--- src/rtl/rwpa_pkg.sv ---
package rwpa_pkg;

  typedef enum logic [1:0] {
    ST_IDLE,
    ST_LANE,
    ST_RD,
    ST_WR
  } rwpa_state_e;

endpackage

--- src/rtl/rwpa_lane_reduce.sv ---
module rwpa_lane_reduce #(
  parameter int LANE_BITS = 8,
  parameter int TAP_W     = 6
) (
  input  logic [LANE_BITS*TAP_W-1:0] start_taps_i,
  input  logic [LANE_BITS*TAP_W-1:0] end_taps_i,
  output logic [TAP_W-1:0]           start_max_o,
  output logic [TAP_W-1:0]           end_min_o
);

  always_comb begin
    start_max_o = '0;
    end_min_o   = '1;
    for (int b = 0; b < LANE_BITS; b++) begin
      if (start_taps_i[b*TAP_W +: TAP_W] > start_max_o)
        start_max_o = start_taps_i[b*TAP_W +: TAP_W];
      if (end_taps_i[b*TAP_W +: TAP_W] < end_min_o)
        end_min_o = end_taps_i[b*TAP_W +: TAP_W];
    end
  end

endmodule

--- src/rtl/rwpa_deskew_calc.sv ---
module rwpa_deskew_calc #(
  parameter int DSK_W = 5,
  parameter int SHIFT = 10
) (
  input  logic [DSK_W-1:0] cur_i,
  input  logic             sat_i,
  output logic [DSK_W-1:0] new_o
);

  logic [DSK_W:0] sum;

  assign sum   = {1'b0, cur_i} + (DSK_W+1)'(SHIFT);
  // saturate only on the left-side pass; right-side pass wraps
  assign new_o = (sat_i && sum[DSK_W]) ? '1 : sum[DSK_W-1:0];

endmodule

--- src/rtl/rwpa_adjuster.sv ---
module rwpa_adjuster
  import rwpa_pkg::*;
#(
  parameter int NUM_LANES    = 4,
  parameter int LANE_BITS    = 8,
  parameter int TAP_W        = 6,
  parameter int DSK_W        = 5,
  parameter int SLOT_W       = 3,
  parameter int SHIFT        = 10,
  parameter int LEFT_EDGE    = 1,
  parameter int RIGHT_EDGE   = 30,
  parameter int RIGHT_SLOT_A = 4,
  parameter int RIGHT_SLOT_B = 5,
  parameter logic [NUM_LANES*LANE_BITS*SLOT_W-1:0] PAD_MAP = {NUM_LANES{24'hCC55E1}},
  localparam int LANE_W = (NUM_LANES > 1) ? $clog2(NUM_LANES) : 1,
  localparam int ADDR_W = LANE_W + SLOT_W
) (
  input  logic                           clk_i,
  input  logic                           rst_ni,
  input  logic                           start_i,
  input  logic [NUM_LANES-1:0]           lane_en_i,
  input  logic [NUM_LANES-1:0]           lock_lo_i,
  input  logic [NUM_LANES-1:0]           lock_hi_i,
  input  logic [NUM_LANES*LANE_BITS*TAP_W-1:0] start_tap_i,
  input  logic [NUM_LANES*LANE_BITS*TAP_W-1:0] end_tap_i,
  output logic [ADDR_W-1:0]              dsk_addr_o,
  output logic                           dsk_rd_o,
  output logic                           dsk_wr_o,
  output logic [DSK_W-1:0]               dsk_wdata_o,
  input  logic [DSK_W-1:0]               dsk_rdata_i,
  output logic [NUM_LANES*TAP_W-1:0]     win_size_o,
  output logic                           done_o,
  output logic                           fail_o
);

  localparam int LANE_TAPS_W = LANE_BITS * TAP_W;
  localparam int OP_W        = $clog2(LANE_BITS + 2);
  localparam int OP_RA       = LANE_BITS;
  localparam int OP_RB       = LANE_BITS + 1;

  rwpa_state_e                     state_q;
  logic [LANE_W-1:0]               lane_q;
  logic [OP_W-1:0]                 op_q;
  logic                            right_q;
  logic                            ran_q;
  logic                            done_q;
  logic                            fail_q;
  logic [NUM_LANES-1:0][TAP_W-1:0] win_q;

  logic [TAP_W-1:0] lane_smax [NUM_LANES];
  logic [TAP_W-1:0] lane_emin [NUM_LANES];

  // one reducer per lane; FSM picks the current one
  for (genvar l = 0; l < NUM_LANES; l++) begin : g_lane
    rwpa_lane_reduce #(
      .LANE_BITS(LANE_BITS),
      .TAP_W    (TAP_W)
    ) u_reduce (
      .start_taps_i(start_tap_i[l*LANE_TAPS_W +: LANE_TAPS_W]),
      .end_taps_i  (end_tap_i[l*LANE_TAPS_W +: LANE_TAPS_W]),
      .start_max_o (lane_smax[l]),
      .end_min_o   (lane_emin[l])
    );
  end

  logic [TAP_W-1:0] cur_smax, cur_emin;
  logic             lock_ok, is_left, is_right, last_lane;
  logic             left_op, has_next;
  logic [OP_W-1:0]  next_op;
  logic [SLOT_W-1:0] slot;

  assign cur_smax  = lane_smax[lane_q];
  assign cur_emin  = lane_emin[lane_q];
  assign lock_ok   = lock_lo_i[lane_q] & lock_hi_i[lane_q];
  assign is_left   = cur_smax <= TAP_W'(LEFT_EDGE);
  assign is_right  = cur_emin >  TAP_W'(RIGHT_EDGE);
  assign last_lane = lane_q == LANE_W'(NUM_LANES - 1);
  assign left_op   = op_q < OP_W'(LANE_BITS);

  always_comb begin
    has_next = 1'b0;
    next_op  = op_q;
    if (op_q < OP_W'(LANE_BITS - 1)) begin
      has_next = 1'b1;
      next_op  = op_q + OP_W'(1);
    end else if (op_q == OP_W'(LANE_BITS - 1)) begin
      has_next = right_q;
      next_op  = OP_W'(OP_RA);
    end else if (op_q == OP_W'(OP_RA)) begin
      has_next = 1'b1;
      next_op  = OP_W'(OP_RB);
    end
  end

  always_comb begin
    if (left_op)
      slot = PAD_MAP[(int'(lane_q) * LANE_BITS + int'(op_q)) * SLOT_W +: SLOT_W];
    else if (op_q == OP_W'(OP_RA))
      slot = SLOT_W'(RIGHT_SLOT_A);
    else
      slot = SLOT_W'(RIGHT_SLOT_B);
  end

  rwpa_deskew_calc #(
    .DSK_W(DSK_W),
    .SHIFT(SHIFT)
  ) u_calc (
    .cur_i(dsk_rdata_i),
    .sat_i(left_op),
    .new_o(dsk_wdata_o)
  );

  always_ff @(posedge clk_i or negedge rst_ni) begin
    if (!rst_ni) begin
      state_q <= ST_IDLE;
      lane_q  <= '0;
      op_q    <= '0;
      right_q <= 1'b0;
      ran_q   <= 1'b0;
      done_q  <= 1'b0;
      fail_q  <= 1'b0;
      win_q   <= '0;
    end else begin
      done_q <= 1'b0;
      unique case (state_q)
        ST_IDLE: begin
          if (start_i) begin
            fail_q <= 1'b0;
            if (ran_q) begin
              done_q <= 1'b1;
            end else begin
              ran_q   <= 1'b1;
              lane_q  <= '0;
              state_q <= ST_LANE;
            end
          end
        end
        ST_LANE: begin
          if (!lane_en_i[lane_q]) begin
            if (last_lane) begin
              done_q  <= 1'b1;
              state_q <= ST_IDLE;
            end else begin
              lane_q <= lane_q + LANE_W'(1);
            end
          end else if (!lock_ok) begin
            done_q  <= 1'b1;
            fail_q  <= 1'b1;
            state_q <= ST_IDLE;
          end else begin
            win_q[lane_q] <= cur_emin - cur_smax + TAP_W'(1);
            right_q       <= is_right;
            if (is_left) begin
              op_q    <= '0;
              state_q <= ST_RD;
            end else if (is_right) begin
              op_q    <= OP_W'(OP_RA);
              state_q <= ST_RD;
            end else if (last_lane) begin
              done_q  <= 1'b1;
              state_q <= ST_IDLE;
            end else begin
              lane_q <= lane_q + LANE_W'(1);
            end
          end
        end
        ST_RD: state_q <= ST_WR;
        ST_WR: begin
          if (has_next) begin
            op_q    <= next_op;
            state_q <= ST_RD;
          end else if (last_lane) begin
            done_q  <= 1'b1;
            state_q <= ST_IDLE;
          end else begin
            lane_q  <= lane_q + LANE_W'(1);
            state_q <= ST_LANE;
          end
        end
        default: state_q <= ST_IDLE;
      endcase
    end
  end

  assign dsk_rd_o   = state_q == ST_RD;
  assign dsk_wr_o   = state_q == ST_WR;
  assign dsk_addr_o = {lane_q, slot};
  assign win_size_o = win_q;
  assign done_o     = done_q;
  assign fail_o     = fail_q;


  rd_then_wr_chk: assert property (@(posedge clk_i) disable iff (!rst_ni)
    dsk_rd_o |=> dsk_wr_o && $stable(dsk_addr_o));


  no_rd_wr_overlap_chk: assert property (@(posedge clk_i) disable iff (!rst_ni)
    !(dsk_rd_o && dsk_wr_o));


  done_pulse_chk: assert property (@(posedge clk_i) disable iff (!rst_ni)
    done_o |=> !done_o);


  done_quiet_chk: assert property (@(posedge clk_i) disable iff (!rst_ni)
    done_o |-> !dsk_rd_o && !dsk_wr_o);


  inactive_lane_chk: assert property (@(posedge clk_i) disable iff (!rst_ni)
    (dsk_rd_o || dsk_wr_o) |-> lane_en_i[dsk_addr_o[ADDR_W-1:SLOT_W]]);


  left_no_wrap_chk: assert property (@(posedge clk_i) disable iff (!rst_ni)
    (dsk_wr_o && left_op) |-> dsk_wdata_o >= dsk_rdata_i);

endmodule

--- config.mk ---
export PLATFORM = sky130hd
export DESIGN_NAME = rwpa_adjuster
export DESIGN_NICKNAME = d
export VERILOG_FILES = /design/src/rtl/rwpa_pkg.sv /design/src/rtl/rwpa_lane_reduce.sv /design/src/rtl/rwpa_deskew_calc.sv /design/src/rtl/rwpa_adjuster.sv
export SDC_FILE = /design/constraint.sdc
export NUM_CORES = 1
export LEC_CHECK = 0
export BUFFER_PORTS_ARGS = -buffer_cell sky130_fd_sc_hd__buf_2
export CAP_MARGIN = 5
export CORE_MARGIN = 2
export CORE_UTILIZATION = 40
export DETAILED_ROUTE_END_ITERATION = 7
export PLACE_DENSITY_LB_ADDON = 0.1
export SLEW_MARGIN = 30
export SYNTH_ARGS = -nofsm -noshare
export SYNTH_HDL_FRONTEND = slang
export SYNTH_SLANG_ARGS = --single-unit
--- constraint.sdc ---
create_clock -name clk_i -period 7.77 [get_ports clk_i]
set_input_delay 1.554 -clock clk_i [delete_from_list [all_inputs] [get_ports clk_i]]
set_output_delay 1.554 -clock clk_i [all_outputs]
set_load 0.005 [all_outputs]
# == Yosys cells after proc, flatten, opt, wreduce, memory -nomap -nowiden ==
# Index checks and enable logic that the tools add are counted.
# word_totals
regBits,36
in_bits,404
out_inout_bits,38
wordCells,248
# classes
add_sub_neg,6
mul,1
magnitude_cmp,71
eq_ne,18
n_shift,1
muxes,126
bitwise,2
n_reduce_logical,12
# op_table
operator,count
$mux 6,69
$gt 6x6->1,28
$lt 6x6->1,28
$shiftx 96x9->3 const A,1
$mux 2,16
$mux 4,8
$bmux 6 s2,2
$bwmux 24,1
$gt 6x1->1 const B,4
$lt 6x6->1 const B,4
$mux 1,19
$demux 6 s2,1
$ne 2x2->1 const B,6
$ne 3x3->1 const B,4
$mul 6x2->8 const B,1
$pmux 2 s4,1
$pmux 4 s2,1
$reduce_and 7->1,1
$add 5x4->6,1
$add 5x4->6 const B,1
$add 6x1->6 const B,1
$bmux 1 s2,3
$eq 2x2->1 const B,3
$gt 6x5->1 const B,1
other kinds (29),32

# == Longest topological paths before layout ==
# depth
ltp_word,25
ltp_mapped,76
mapped_depth_nobuf,75

# == Hierarchy ==
# From an unflattened synthesis, not the netlist that was laid out.
# hier_totals
cells_unflattened,2271
hier_area_um2,17110.2
# modules_own_cells
module,instances,cells_per_inst,area_each_um2,seq_area_each_um2
rwpa_lane_reduce at g_lane[2].u_reduce ...,2,485,3519.6,0.0
rwpa_lane_reduce at g_lane[0].u_reduce,1,547,3905.0,0.0
rwpa_lane_reduce at g_lane[1].u_reduce,1,539,3754.9,0.0
rwpa_adjuster,1,201,2322.2,900.9
rwpa_deskew_calc,1,14,88.8,0.0

# == Worst setup path before layout ==
# No wires, ideal clock.
# synth_timing
kind,input to register
startpoint,input port start_tap_i[51]
endpoint,"register win_q, in the netlist win_size_o[11]"
setup_ns,0.125
arrival_time_ns,15.352
t_required_ns,7.645
path_slack_ns,-7.707
stages,72
path_buffers,2
cell_sequence,inv_1 > ha_1 > a211oi_1 > nor2_1 > o32ai_4 > mux2_2 > inv_1 > ha_1 > a21oi_1 > nor2b_1 > or3b_2 > nor3_1 > o31ai_1 > nand2_1 > nor2_1 > a21oi_1 > inv_1 > ha_1 > (+36 left out) > nor2b_1 > o21ai_0 > a32oi_1 > clkbuf_1 > o21a_1 > o22ai_1 > ha_1 > inv_1 > ha_1 > inv_1 > fa_1 > inv_1 > a21o_1 > a21oi_1 > xnor2_1 > xnor2_1 > xnor2_1 > mux2_2
# synth_between
elab_chain_len,22
# synth_lines
element,line,rtl
start: declaration,rwpa_adjuster.sv:24,"input logic [NUM_LANES*LANE_BITS*TAP_W-1:0] start_tap_i,"
$gt 6x1->1,rwpa_lane_reduce.sv:15,if (start_taps_i[b*TAP_W +: TAP_W] > start_max_o)
$mux 6 (*),rwpa_lane_reduce.sv:15,
$gt 6x6->1,rwpa_lane_reduce.sv:15,
$mux 6 (*),rwpa_lane_reduce.sv:15,
$gt 6x6->1,rwpa_lane_reduce.sv:15,
$mux 6 (*),rwpa_lane_reduce.sv:15,
$gt 6x6->1,rwpa_lane_reduce.sv:15,
$mux 6 (*),rwpa_lane_reduce.sv:15,
(+5 left out),-,
$mux 6 (*),rwpa_lane_reduce.sv:15,
$gt 6x6->1,rwpa_lane_reduce.sv:15,
$mux 6 (*),rwpa_lane_reduce.sv:15,
$bmux 6 s2 (*),rwpa_adjuster.sv:72,assign cur_smax = lane_smax[lane_q];
$mux 6 (implied by the code) (*) (2 in a row),rwpa_adjuster.sv:72,
$sub 6x6->6 (*),rwpa_adjuster.sv:151,win_q[lane_q] <= cur_emin - cur_smax + TAP_W'(1);
$add 6x1->6 (*),rwpa_adjuster.sv:151,
$bwmux 24 (*),rwpa_adjuster.sv:151,
end signal: indexed assignment,rwpa_adjuster.sv:151,
end: declaration,rwpa_adjuster.sv:48,logic [NUM_LANES-1:0][TAP_W-1:0] win_q;
# Mark *: on every way between the ends. The rest lies on a longest branch, timed or not. The select of a mux whose other input is x is not followed.
# A chain may end at the register's enable or synchronous reset.

# == Final worst setup path ==
# layout_timing
startpoint,input port start_tap_i[51]
endpoint,"register win_q, in the netlist win_size_o[23]"
# The elaborated chain is that of the path after synthesis.

==> results.json <==
{
  "outcome": "finished with violations",
  "violations": "negative setup slack",
  "yosys.area.top_type_share": 0.198,
  "drt_pass1_iterations": 7,
  "max_stage_delay_ps": 400,
  "tightest_slew_ps": 832,
  "die_area_um2": 44700,
  "fillers": 3576,
  "synth_largest_area_cell": "ha_1",
  "crit_arrival_ps": 14360,
  "netlist_area_um2": 17200,
  "wirelength_mm": 70.7,
  "peakVddDrop_mv": 0.431,
  "fin_util": 0.690,
  "ys_warn_count": 0,
  "rows": 75,
  "hp-class": "register to register",
  "place_congestion": 0.920,
  "power-per-cell-area_nw_per_um2": 356,
  "worst_hold_slack_ps": 478,
  "cts.sinks": 36,
  "power.leakage_nw": 15.2,
  "hold_buffers": 0,
  "drv_slew": 0,
  "vias": 23301,
  "maxCapViolations": 0,
  "finalHoldViolCount": 0,
  "grt_max_degree": 37,
  "numPortBuffers": 441,
  "avgSynthCellArea_um2": 7.30,
  "gr-total-overflow": 0,
  "synth_cell_types": 120,
  "worstPathMaxFanout": 5,
  "clkLatencyLatePin_ps": 280,
  "multi_input_area_um2": 16900,
  "crit_type": "primary input to register",
  "async_flop_share": 1.00,
  "grt_pass1_wl_mm": 110,
  "die_x_um": 211,
  "dp_hpwl_mm": 59.3,
  "drive_above_1_share": 0.497,
  "fin_nets": 4369,
  "synth_edf_count": 0,
  "die_h_um": 211,
  "drc": 0,
  "required_ps": 7930,
  "antenna_violating_nets_post_route": 0,
  "grt_use_total": 0.297,
  "start_util": 0.408,
  "ys.flop_type": "dfrtp_1",
  "tns_ps": -194380,
  "fin_crit_sh": 1.83,
  "htree_num_levels": 2,
  "pin_count": 442,
  "post_drt_wl_per_cell_um": 16.6,
  "ys_seq_area_frac": 0.0523,
  "endpoint_kind": "register",
  "cts_buffers": 5,
  "grt_pass1_vias": 23302,
  "syn-num-nets": 3035,
  "post-synth-top-count-cell": "inv_1",
  "cpMostUsedCell": "buf_4",
  "clkTransAtPathRegs_ps": 50,
  "total_power_mw": 10.4,
  "antenna_found_initial": 50,
  "cts_buffer_depth": 2,
  "rsz0062_at_grt": "true",
  "area_growth_syn_to_layout_pct": 69.3,
  "finalWorstSetupSlack_ps": -6430,
  "drtIter0Drc": 1144,
  "core_um2": 42200,
  "syn-instance-count": 2358,
  "regArea_um2": 901,
  "synth_area_leaders": "ha_1 20%, inv_1 6.1%, mux2i_1 5.4%",
  "cp_slowest_cell": "or3b_4",
  "yosys-top-cells-count": "281 x inv_1, 272 x ha_1, 192 x nand2_1, 161 x a21oi_1, 157 x o21ai_0",
  "max_freq_mhz": 70.4,
  "relSlewSlack": 0.438,
  "min_period_ps": 14200,
  "vias_per_cell": 5.46,
  "synth-seq-cells": 36,
  "setup_viol": 34,
  "start_kind": "primary input",
  "cts_tree": "built",
  "clock_skew_ps": 2.11,
  "clockRootBuffer": "clkbuf_16"
}
-- metrics by stage --
| step | area (um2) | setup WS, ps | std cells |
|---|---|---|---|
| 2_1_floorplan | 18000 | -6380 | 2358 |
| 3_3_place_gp | 26700 | -7140 | 4102 |
| 3_5_place_dp | 26700 | -7180 | 4102 |
| 4_1_cts | 28500 | -6270 | 4208 |
| 5_1_grt | 29100 | -6990 | 4256 |
| 6_report | 29100 | -6430 | 4268 |
-- flip-flops by register name (all words and copies together), names as in the netlist --
signal,cells
fail_o,1
state_q,2
right_q,1
op_q,4
ran_q,1
win_size_o,24
lane_q,2
done_o,1
-- layout by cell type, fill, tap and decap left out, drive strengths merged, types with 10 or more instances in the layout --
| master | netlist | final |
|---|---|---|
| a211o | 10 | 10 |
| a21oi | 163 | 163 |
| o21a | 46 | 46 |
| o2111ai | 12 | 12 |
| nand2b | 26 | 26 |
| nand3 | 46 | 46 |
| diode | 0 | 36 |
| a21o | 84 | 84 |
| nor3 | 49 | 49 |
| xor2 | 12 | 12 |
| a211oi | 36 | 36 |
| o21ai | 173 | 173 |
| ha | 272 | 272 |
| and4 | 14 | 14 |
| o211ai | 38 | 38 |
| or2 | 24 | 24 |
| a31o | 16 | 16 |
| nand4 | 33 | 33 |
| o31ai | 29 | 29 |
| dfrtp | 36 | 36 |
| or3 | 21 | 21 |
| a21boi | 16 | 16 |
| maj3 | 11 | 11 |
| o22ai | 14 | 14 |
| o311ai | 11 | 11 |
| xnor2 | 32 | 32 |
| a221oi | 16 | 16 |
| inv | 282 | 282 |
| a32oi | 10 | 10 |
| o211a | 10 | 10 |
| mux2i | 94 | 94 |
| nor2 | 139 | 139 |
| buf | 11 | 1374 |
| nor2b | 30 | 30 |
| and2 | 29 | 29 |
| nor4 | 12 | 12 |
| and3 | 29 | 29 |
| mux2 | 70 | 70 |
| a31oi | 26 | 26 |
| nand2 | 193 | 193 |
-- power breakdown --
group / total [mW] / leakage, nW / switching [mW] / internal (mW)
clock network: 0.195 / 0.0738 / 0.0767 / 0.118
logic: 9.94 / 14.7 / 4.68 / 5.26
registers: 0.232 / 0.458 / 0.0237 / 0.208
total: 10.4 / 15.2 / 4.78 / 5.59
-- worst paths after layout --
kind                            startpoint             end  slack, ps  cells after the start
hold / removal              win_size_o[14]  win_size_o[14]        480                      2
hold reg to reg             win_size_o[14]  win_size_o[14]        480                      2
min in group asynchronous           rst_ni          done_o       1360                      1
max in group asynchronous           rst_ni   win_size_o[0]       5900                      1
setup reg to reg                 lane_q[0]  win_size_o[23]       4270                     14
setup / recovery           start_tap_i[51]  win_size_o[23]      -6430                     74
-- critical path, delay by kind of cell --
family / cells / cell delay (ps)
multiplexers: 5 / 1340
AO/OA/AOI/OAI: 20 / 3710
buffers and inverters: 18 / 2190
AND/OR/NAND/NOR: 17 / 2370
adder cells (fa/ha/maj): 10 / 2620
XOR/XNOR: 4 / 580
-- layer usage --
| metal | wire length [um] | track usage |
|---|---|---|
| met4 | 2580 | 0.106 |
| met2 | 34400 | 0.539 |
| met5 | 217 | 0 |
| met3 | 3820 | 0.0466 |
| met1 | 29700 | 0.353 |
-- kinds of logic after synthesis --
| kind of cell | after synthesis | synth area share |
|---|---|---|
| compound gates | 821 | 0.338 |
| xor+xnor | 44 | 0.0228 |
| fa+ha+maj | 284 | 0.205 |
| buf+inv | 329 | 0.0728 |
| flops | 36 | 0.0523 |
| mux | 167 | 0.106 |
| simple gates | 677 | 0.203 |
-- timing repair --
action	in CTS	in global routing
resized for setup	219	95
endpoints found under the hold margin	0	0
endpoints found under the setup margin	34	34
pin swaps	134	45
cloned	0	0
setup buffers	102	24
-- layout make-up --
| cell class | count | area share |
|---|---|---|
| timing repair buffer | 1374 | 0.320 |
| clock inverter | 3 | 0.000644 |
| inverter | 282 | 0.0370 |
| multi-input combinational | 1993 | 0.581 |
| sequential | 36 | 0.0309 |
| tap | 539 | 0.0231 |
| clock buffer | 5 | 0.00429 |
| antenna | 36 | 0.00309 |
(Power assumes the default switching activity.)
